`src/rtl/pp_unlock_pkg.sv`:
```
package pp_unlock_pkg;

  typedef enum logic [2:0] {
    ST_IDLE,
    ST_MATCH,
    ST_ARMED,
    ST_CMD,
    ST_STROBE,
    ST_CLOSE
  } unl_state_e;

  // number of bytes in the unlock pattern (command byte excluded)
  localparam int SEQ_LEN  = 7;
  localparam int IDX_W    = $clog2(SEQ_LEN + 1);
  // pattern positions whose match selects an identification nibble
  localparam int POS_FF   = 4;
  localparam int POS_87   = 5;

  function automatic logic [7:0] seq_byte(input int i);
    case (i)
      0:       return 8'hFE;
      1:       return 8'hAA;
      2:       return 8'h55;
      3:       return 8'h00;
      4:       return 8'hFF;
      5:       return 8'h87;
      6:       return 8'h78;
      default: return 8'hFE;
    endcase
  endfunction

  // nibble number n (0 = most significant) of a 12-bit code
  function automatic logic [3:0] code_nibble(input logic [11:0] code, input int n);
    return code[11 - 4*n -: 4];
  endfunction

endpackage

```
`src/rtl/pp_change_detect.sv`:
```
module pp_change_detect #(
  parameter int          W         = 8,
  parameter logic [W-1:0] RESET_VAL = '0
) (
  input  logic         clk,
  input  logic         rst,
  input  logic [W-1:0] cur,
  output logic         changed
);
  logic [W-1:0] prev_q;

  always_ff @(posedge clk) begin
    if (rst) prev_q <= RESET_VAL;
    else     prev_q <= cur;
  end

  assign changed = (cur != prev_q);
endmodule

```
`src/rtl/pp_strobe_detect.sv`:
```
module pp_strobe_detect #(
  parameter int           CW        = 4,
  parameter logic [CW-1:0] REST_VAL = 4'h4,
  parameter logic [CW-1:0] HIGH_VAL = 4'h5
) (
  input  logic          clk,
  input  logic          rst,
  input  logic [CW-1:0] ctrl,
  output logic          rise_evt,
  output logic          fall_evt,
  output logic          other_evt
);
  logic [CW-1:0] ctrl_q;

  always_ff @(posedge clk) begin
    if (rst) ctrl_q <= REST_VAL;
    else     ctrl_q <= ctrl;
  end

  assign rise_evt  = (ctrl_q == REST_VAL) && (ctrl == HIGH_VAL);
  assign fall_evt  = (ctrl_q == HIGH_VAL) && (ctrl == REST_VAL);
  assign other_evt = (ctrl != ctrl_q) && !rise_evt && !fall_evt;
endmodule

```
`src/rtl/pp_unlock_fsm.sv`:
```
module pp_unlock_fsm
  import pp_unlock_pkg::*;
#(
  parameter int DW = 8
) (
  input  logic             clk,
  input  logic             rst,
  input  logic             byte_evt,
  input  logic [DW-1:0]    byte_val,
  input  logic             rise_evt,
  input  logic             fall_evt,
  input  logic             other_evt,
  output unl_state_e       state,
  output logic [IDX_W-1:0] idx,
  output logic [DW-1:0]    cmd_byte,
  output logic             accept_evt
);
  unl_state_e       st_n;
  logic [IDX_W-1:0] idx_n;
  logic [DW-1:0]    cmd_n;
  logic             is_start;
  logic             is_expected;

  assign is_start    = (byte_val == DW'(seq_byte(0)));
  assign is_expected = (byte_val == DW'(seq_byte(int'(idx))));

  always_comb begin
    st_n       = state;
    idx_n      = idx;
    cmd_n      = cmd_byte;
    accept_evt = 1'b0;
    if (byte_evt) begin
      case (state)
        ST_MATCH: begin
          if (is_expected) begin
            idx_n = idx + 1'b1;
            if (idx == IDX_W'(SEQ_LEN - 1)) st_n = ST_ARMED;
          end else begin
            st_n  = is_start ? ST_MATCH : ST_IDLE;
            idx_n = is_start ? IDX_W'(1) : '0;
          end
        end
        ST_ARMED: begin
          st_n  = ST_CMD;
          cmd_n = byte_val;
        end
        default: begin
          st_n  = is_start ? ST_MATCH : ST_IDLE;
          idx_n = is_start ? IDX_W'(1) : '0;
        end
      endcase
    end else begin
      case (state)
        ST_CMD:
          if (rise_evt) st_n = ST_STROBE;
        ST_STROBE: begin
          if (fall_evt) begin
            st_n       = ST_CLOSE;
            accept_evt = 1'b1;
          end else if (other_evt) begin
            st_n  = ST_IDLE;
            idx_n = '0;
          end
        end
        default: ;
      endcase
    end
  end

  always_ff @(posedge clk) begin
    if (rst) begin
      state    <= ST_IDLE;
      idx      <= '0;
      cmd_byte <= '0;
    end else begin
      state    <= st_n;
      idx      <= idx_n;
      cmd_byte <= cmd_n;
    end
  end
endmodule

```
`src/rtl/pp_link_ctrl.sv`:
```
module pp_link_ctrl #(
  parameter int           DW       = 8,
  parameter logic [DW-1:0] CMD_UP   = 8'h20,
  parameter logic [DW-1:0] CMD_DOWN = 8'h30
) (
  input  logic          clk,
  input  logic          rst,
  input  logic          accept_evt,
  input  logic [DW-1:0] cmd_byte,
  output logic          link_up,
  output logic [DW-1:0] cmd_last
);
  always_ff @(posedge clk) begin
    if (rst) begin
      link_up  <= 1'b0;
      cmd_last <= '0;
    end else if (accept_evt) begin
      cmd_last <= cmd_byte;
      if (cmd_byte == CMD_UP)        link_up <= 1'b1;
      else if (cmd_byte == CMD_DOWN) link_up <= 1'b0;
    end
  end
endmodule

```
`src/rtl/pp_id_nibble.sv`:
```
module pp_id_nibble
  import pp_unlock_pkg::*;
#(
  parameter int           DW      = 8,
  parameter logic [11:0]  ID_CODE = 12'hB5F,
  parameter logic [3:0]   QUIET   = 4'h0,
  parameter logic [DW-1:0] CMD_UP = 8'h20
) (
  input  unl_state_e       state,
  input  logic [IDX_W-1:0] idx,
  input  logic [DW-1:0]    cmd_byte,
  output logic [3:0]       nibble
);
  always_comb begin
    nibble = QUIET;
    if (state == ST_MATCH && idx == IDX_W'(POS_FF + 1))
      nibble = code_nibble(ID_CODE, 0);
    else if (state == ST_MATCH && idx == IDX_W'(POS_87 + 1))
      nibble = code_nibble(ID_CODE, 1);
    else if (state == ST_STROBE && cmd_byte == CMD_UP)
      nibble = code_nibble(ID_CODE, 2);
  end
endmodule

```
`src/rtl/pp_unlock_detector.sv`:
```
module pp_unlock_detector
  import pp_unlock_pkg::*;
#(
  parameter int           DW        = 8,
  parameter int           CW        = 4,
  parameter logic [CW-1:0] CTRL_REST = 4'h4,
  parameter logic [CW-1:0] CTRL_HIGH = 4'h5,
  parameter logic [DW-1:0] CMD_UP    = 8'h20,
  parameter logic [DW-1:0] CMD_DOWN  = 8'h30,
  parameter logic [11:0]   ID_CODE   = 12'hB5F,
  parameter logic [3:0]    QUIET     = 4'h0
) (
  input  logic          clk,
  input  logic          rst,
  input  logic [DW-1:0] pp_data,
  input  logic [CW-1:0] pp_ctrl,
  output logic          link_up,
  output logic [DW-1:0] cmd_last,
  output logic [3:0]    id_nibble
);
  // named internal events, also observed by the bound checker
  logic             byte_evt;
  logic             rise_evt;
  logic             fall_evt;
  logic             other_evt;
  logic             accept_evt;
  unl_state_e       state;
  logic [IDX_W-1:0] idx;
  logic [DW-1:0]    cmd_byte;

  pp_change_detect #(.W(DW), .RESET_VAL('0)) u_data_chg (
    .clk(clk), .rst(rst), .cur(pp_data), .changed(byte_evt)
  );

  pp_strobe_detect #(.CW(CW), .REST_VAL(CTRL_REST), .HIGH_VAL(CTRL_HIGH)) u_strobe (
    .clk(clk), .rst(rst), .ctrl(pp_ctrl),
    .rise_evt(rise_evt), .fall_evt(fall_evt), .other_evt(other_evt)
  );

  pp_unlock_fsm #(.DW(DW)) u_fsm (
    .clk(clk), .rst(rst), .byte_evt(byte_evt), .byte_val(pp_data),
    .rise_evt(rise_evt), .fall_evt(fall_evt), .other_evt(other_evt),
    .state(state), .idx(idx), .cmd_byte(cmd_byte), .accept_evt(accept_evt)
  );

  pp_link_ctrl #(.DW(DW), .CMD_UP(CMD_UP), .CMD_DOWN(CMD_DOWN)) u_link (
    .clk(clk), .rst(rst), .accept_evt(accept_evt), .cmd_byte(cmd_byte),
    .link_up(link_up), .cmd_last(cmd_last)
  );

  pp_id_nibble #(.DW(DW), .ID_CODE(ID_CODE), .QUIET(QUIET), .CMD_UP(CMD_UP)) u_id (
    .state(state), .idx(idx), .cmd_byte(cmd_byte), .nibble(id_nibble)
  );
endmodule

```
`config.mk`:
```
export PLATFORM = sky130hd
export DESIGN_NAME = pp_unlock_detector
export DESIGN_NICKNAME = d
export VERILOG_FILES = /design/src/rtl/pp_unlock_pkg.sv /design/src/rtl/pp_change_detect.sv /design/src/rtl/pp_strobe_detect.sv /design/src/rtl/pp_unlock_fsm.sv /design/src/rtl/pp_link_ctrl.sv /design/src/rtl/pp_id_nibble.sv /design/src/rtl/pp_unlock_detector.sv
export SDC_FILE = /design/constraint.sdc
export NUM_CORES = 1
export LEC_CHECK = 0
export CORE_MARGIN = 2
export CORE_UTILIZATION = 29
export CTS_BUF_LIST = sky130_fd_sc_hd__clkbuf_16
export DETAILED_ROUTE_END_ITERATION = 6
export GPL_ROUTABILITY_DRIVEN = 0
export PLACE_DENSITY = 0.48
export SYNTH_ARGS = -nofsm -noshare
export SYNTH_HDL_FRONTEND = slang
export SYNTH_SLANG_ARGS = --single-unit
```
`constraint.sdc`:
```
create_clock -name clk -period 5.1 [get_ports clk]
set_input_delay 1.53 -clock clk [delete_from_list [all_inputs] [get_ports clk]]
set_output_delay 1.53 -clock clk [all_outputs]
set_load 0.005 [all_outputs]
```
After elaboration in Yosys (flattened, before gate mapping)
Cells that the tools add are included.
{"block": "op_classes", "n_addsub": 1, "eq_ne": 25, "n_mux": 23, "reduce_logical": 17}
{"cell": "$pmux W8 S6", "count": 1}
{"cell": "$mux W3", "count": 10}
{"cell": "$pmux W3 S2", "count": 3}
{"cell": "$eq A4 B3 Y1 const B", "count": 4}
{"cell": "$eq A8 B6 Y1 const B", "count": 2}
{"cell": "$eq A3 B2 Y1 const B", "count": 4}
{"cell": "$eq A3 B3 Y1 const B", "count": 4}
{"cell": "$mux W4", "count": 3}
{"cell": "$eq A8 B8 Y1", "count": 1}
{"cell": "$eq A8 B8 Y1 const B", "count": 1}
{"cell": "$ne A4 B4 Y1 const B", "count": 2}
{"cell": "$ne A8 B8 Y1", "count": 1}
{"cell": "$reduce_and A4 Y1", "count": 2}
{"cell": "$logic_and A1 B1 Y1", "count": 7}
{"cell": "$eq A3 B1 Y1 const B", "count": 2}
{"cell": "$mux W1", "count": 6}
{"cell": "$reduce_bool A2 Y1", "count": 3}
{"cell": "$ne A2 B2 Y1 const B", "count": 2}
{"cell": "$ne A4 B4 Y1", "count": 1}
{"cell": "$reduce_and A2 Y1", "count": 2}
{"cell": "$add A3 B1 Y3 const B", "count": 1}
{"cell": "$ne A3 B3 Y1 const B", "count": 1}
{"cell": "$reduce_bool A3 Y1", "count": 1}
{"cell": "$logic_not A1 Y1", "count": 2}
{"block": "word_totals", "ff_bits": 35, "input_bits": 14, "wordCells": 73}

Longest topological paths before layout
{"block": "depth", "depth_word": 9, "ltp_mapped": 9, "mapped_depth_nobuf": 8}

Hierarchy
Synthesis repeated with hierarchy kept, for this count alone.
{"block": "unflattened", "cells_unflattened": 217, "area_unflattened_um2": 1941.9}
{"module": "pp_unlock_fsm", "instances": 1, "cells_per_inst": 128, "area_per_inst_um2": 1007.2}
{"module": "pp_link_ctrl", "instances": 1, "cells_per_inst": 32, "area_per_inst_um2": 349.1}
{"module": "pp_change_detect", "instances": 1, "cells_per_inst": 27, "area_per_inst_um2": 296.5}
{"module": "pp_strobe_detect", "instances": 1, "cells_per_inst": 18, "area_per_inst_um2": 201.4}
{"module": "pp_id_nibble", "instances": 1, "cells_per_inst": 12, "area_per_inst_um2": 87.6}

Worst setup path after synthesis
OpenSTA, ideal clock, no wires.
{"block": "synth_path", "kind": "input to register", "start": "in pp_data[4]", "end": "reg u_fsm.state[0]", "setup_time_ps": 91, "t_arrival_ps": 2908, "required_ps": 5009, "setup_slack_ps": 2101, "path_stages": 5, "n_path_buf": 0, "cell_sequence": "a2111oi_4 > o22ai_1 > or4_4 > mux2i_1 > a311oi_1"}
{"block": "synth_between", "elab_chain_cells": 5, "word_cells_on_any_way": 12, "cone_classes": "6 x eq/ne; 4 x mux; 2 x reduce/logical"}
{"element": "from (decl)", "line": "pp_unlock_detector.sv:15", "rtl": "input logic [DW-1:0] pp_data,"}
{"element": "$eq A8 B8 Y1", "line": "pp_unlock_fsm.sv:24", "rtl": "assign is_start = (byte_val == DW'(seq_byte(0)));"}
{"element": "$mux W1", "line": "pp_unlock_fsm.sv:39, pp_unlock_fsm.sv:48"}
{"element": "$mux W3", "line": "pp_unlock_fsm.sv:35", "rtl": "if (is_expected) begin"}
{"element": "$pmux W3 S2", "line": "pp_unlock_fsm.sv:33", "rtl": "case (state)"}
{"element": "$mux W3", "line": "pp_unlock_fsm.sv:32", "rtl": "if (byte_evt) begin"}
{"element": "to (signal assigned)", "line": "pp_unlock_fsm.sv:76", "rtl": "state <= st_n;"}
{"element": "to (decl)", "line": "pp_unlock_fsm.sv:13", "rtl": "output unl_state_e state,"}
Several ways; a longest one is shown, not always the timed one.
A chain may end at the register's enable or synchronous reset.

Worst setup path after layout
{"block": "layout_path", "start": "reg u_fsm.state[2]", "end": "out id_nibble[2]"}
{"block": "layout_between", "elab_chain_cells": 5, "word_cells_on_any_way": 8, "cone_classes": "2 x eq/ne; 3 x mux; 3 x reduce/logical"}
{"element": "$eq A3 B3 Y1", "line": "pp_id_nibble.sv:20", "rtl": "else if (state == ST_STROBE && cmd_byte == CMD_UP)"}
{"element": "$logic_and A1 B1 Y1", "line": "pp_id_nibble.sv:20"}
{"element": "$mux W4", "line": "pp_id_nibble.sv:20"}
{"element": "$mux W4", "line": "pp_id_nibble.sv:18", "rtl": "else if (state == ST_MATCH && idx == IDX_W'(POS_87 + 1))"}
{"element": "$mux W4 (*)", "line": "pp_id_nibble.sv:16", "rtl": "if (state == ST_MATCH && idx == IDX_W'(POS_FF + 1))"}
{"element": "to (decl)", "line": "pp_unlock_detector.sv:19", "rtl": "output logic [3:0] id_nibble"}
Every way passes the cells marked *; elsewhere a longest branch is shown, timed or not.

==> reports/metrics.cfg <==
[outcome]
status=finished clean

[logic_synthesis]
synth_nets=219
yosysTopAreaCell=dfxtp_1
netlist-cell-type-count=48
ys.flop_type=dfxtp_1
netlist_top_cells_area=dfxtp_1 (37%), mux2i_1 (12%), nor2b_1 (4.6%)
synth-edff-count=0
syn_area_um2=1908
synth_cells=201
synth_warnings=0
postSynth.asyncResetShare=0
syn_avg_cell_area_um2=9.493
synth-seq-area-share=0.3672
ys_seq_elements=35
synth_top_cell_area_share=0.3672

[place]
post-place-ws_ns=1.035
dp_hpwl_um=3074
dp.cells=297
place_area_um2=2223
port_buffers=26

[pwr]
powerDensity_nw_per_um2=260.9
ir_drop_mv=0.1264
p_leak_nw=0.8699

[die]
ios=27
die_area_um2=7245
initial_core_util=0.3005
fp.coreArea_um2=6350
die_height_um=85.12
fp.dieW_um=85.12
row_count=29

[critical_path]
required_ns=3.57
arrival_ns=2.20
startpoint_type=flop
cp-end-kind=output pin
reg2reg_depth=8
r2r-end=u_fsm.state[0]$_SDFFE_PP0P_
ff2ff_setup_slack_ns=2.28
cp_max_fo=5
r2r_start=u_fsm.idx[0]$_SDFFE_PP0P_
worstSetupPathType=reg -> out

[drt]
wire_per_inst_um=13.73
vias=1493
avgViaCountPerCell=4.895
firstDrtPassIters=4
drt_iter0_markers=51
final_antenna_net_count=0
wl_um=4189
route.detailed.drc=0

[sta]
rsz0062_at_grt=no
slew_viol_final=0
tightest_slew_ns=0.6904
min_period_ns=3.732
skew_ns=0.006051
setup_viol=0
fin_setup_tns_ns=0
hold_slack_ns=0.4900
fin_crit_sh=0.7317
fmaxAchievable_ghz=0.2680
slew_headroom=0.5387
finalHoldViolations=0
fin_ws_ns=1.368

[layout]
layout_common_cells=dfxtp_1 (35), clkdlybuf4s50_1 (26), nor2_1 (23)
antenna_cells=0
nets=245
syn2layout_area_growth_pct=23.93
final_common_cell=dfxtp_1
post-route-cell-area_um2=2365
drive_above_1_share=0.09211
n_fill_cell=664
final_cells=305

[clock_tree]
post-cts-setup-buffers=0
path_clk_slew_ns=0.05
insertion_delay_ns=0.28
htreeDepth=2
numCtsBuffers=5
max-clock-path-buffers=2
cts_resized=0
clock-sinks=35
root_buffer=clkbuf_16
hold_buffers=0
cts_tree=yes

[global_routing]
overflow=0
antenna_found_initial=0
grt_pass1_vias=1410
grt_pass1_wl_um=7141
grt_max_degree=36
track_usage=0.1230

[job]
drv_cap=0

[min_path]
hp-start=u_link.cmd_last[1]$_SDFFE_PP0P_
min_to=u_link.cmd_last[1]$_SDFFE_PP0P_
min_path_type=reg -> reg
whs_path_depth=2

==> state kept, by name (all words and copies together), names as in the netlist <==
| signal | count |
|---|---|
| u_fsm.idx | 3 |
| u_link.link_up | 1 |
| u_strobe.ctrl_q | 4 |
| u_fsm.state | 3 |
| u_data_chg.prev_q | 8 |
| u_link.cmd_last | 8 |
| u_fsm.cmd_byte | 8 |
==> metal layers <==
metal  vias to the layer above  part of all wire  global-route usage
li1                        770                 -                   -
met1                       696              0.54              0.1818
met2                        22              0.42              0.1740
met3                         5             0.034             0.03113
met4                         0             0.011             0.03896
met5                         -                 0                   0
==> final cells by class <==
type | count | area (um^2) | share of cell area
Tap cell | 77 | 96.34 | 0.04074
Multi-Input combinational cell | 151 | 1132 | 0.4788
Clock inverter | 3 | 16.27 | 0.006878
Clock buffer | 5 | 125.1 | 0.05291
Inverter | 7 | 26.28 | 0.01111
Sequential cell | 35 | 700.7 | 0.2963
Timing Repair Buffer | 27 | 267.8 | 0.1132
==> synthesized netlist by cell type (2+ instances only) <==
| library cell | number |
|---|---|
| a21oi_1 | 5 |
| xnor2_1 | 5 |
| a2111oi_4 | 2 |
| mux2i_1 | 22 |
| o22ai_1 | 2 |
| nor2b_1 | 14 |
| nand2_1 | 8 |
| nor3_1 | 6 |
| nand3_1 | 2 |
| inv_1 | 6 |
| nor4b_1 | 2 |
| a21boi_0 | 2 |
| xor2_1 | 8 |
| nor3b_1 | 4 |
| nor4_1 | 5 |
| o2111a_1 | 3 |
| clkbuf_1 | 4 |
| ha_1 | 4 |
| nand4_1 | 5 |
| dfxtp_1 | 35 |
| nand2b_1 | 6 |
| nor2_1 | 23 |
| buf_4 | 3 |
==> per-stage QoR <==
step,util,total power [mW]
6_report,0.3724,0.6169
5_1_grt,0.3724,0.6455
4_1_cts,0.3724,0.6263
3_5_place_dp,0.3501,0.3322
3_3_place_gp,0.3501,0.3323
2_1_floorplan,-,0.3096
==> logic make-up after synthesis <==
family | count (synthesis) | share of synthesized area
flops | 35 | 0.3672
simple gates | 88 | 0.2656
xor+xnor | 13 | 0.05967
mux | 22 | 0.1154
compound gates | 24 | 0.1266
fa+ha+maj | 4 | 0.02623
buf+inv | 15 | 0.03934
==> worst max-delay path by stage <==
stage                                      startpoint                             end
after floorplan                            pp_data[4]     u_fsm.state[0]$_SDFFE_PP0P_
after global placement                     pp_data[6]  u_fsm.cmd_byte[3]$_SDFFE_PP0P_
after detailed placement                   pp_data[6]  u_fsm.cmd_byte[7]$_SDFFE_PP0P_
after CTS                                  pp_data[6]  u_fsm.cmd_byte[0]$_SDFFE_PP0P_
after global routing      u_fsm.state[2]$_SDFFE_PP0P_                    id_nibble[2]
final                     u_fsm.state[2]$_SDFFE_PP0P_                    id_nibble[2]
==> worst max-delay path, stage by stage (launching register included) <==
cell and delay (ns):
dfxtp_1 0.40, nor3b_1 0.47, nand4_1 0.30, a21boi_0 0.24, clkdlybuf4s50_1 0.52
==> where the power goes <==
| group | switching (mW) | internal [mW] | total (mW) | leakage [nW] |
|---|---|---|---|---|
| combinational | 0.0227 | 0.0212 | 0.0439 | 0.514 |
| clock | 0.113 | 0.178 | 0.291 | 0.0710 |
| sequential | 0.00292 | 0.279 | 0.282 | 0.285 |
Note: power is estimated with default switching activity, not from simulation.
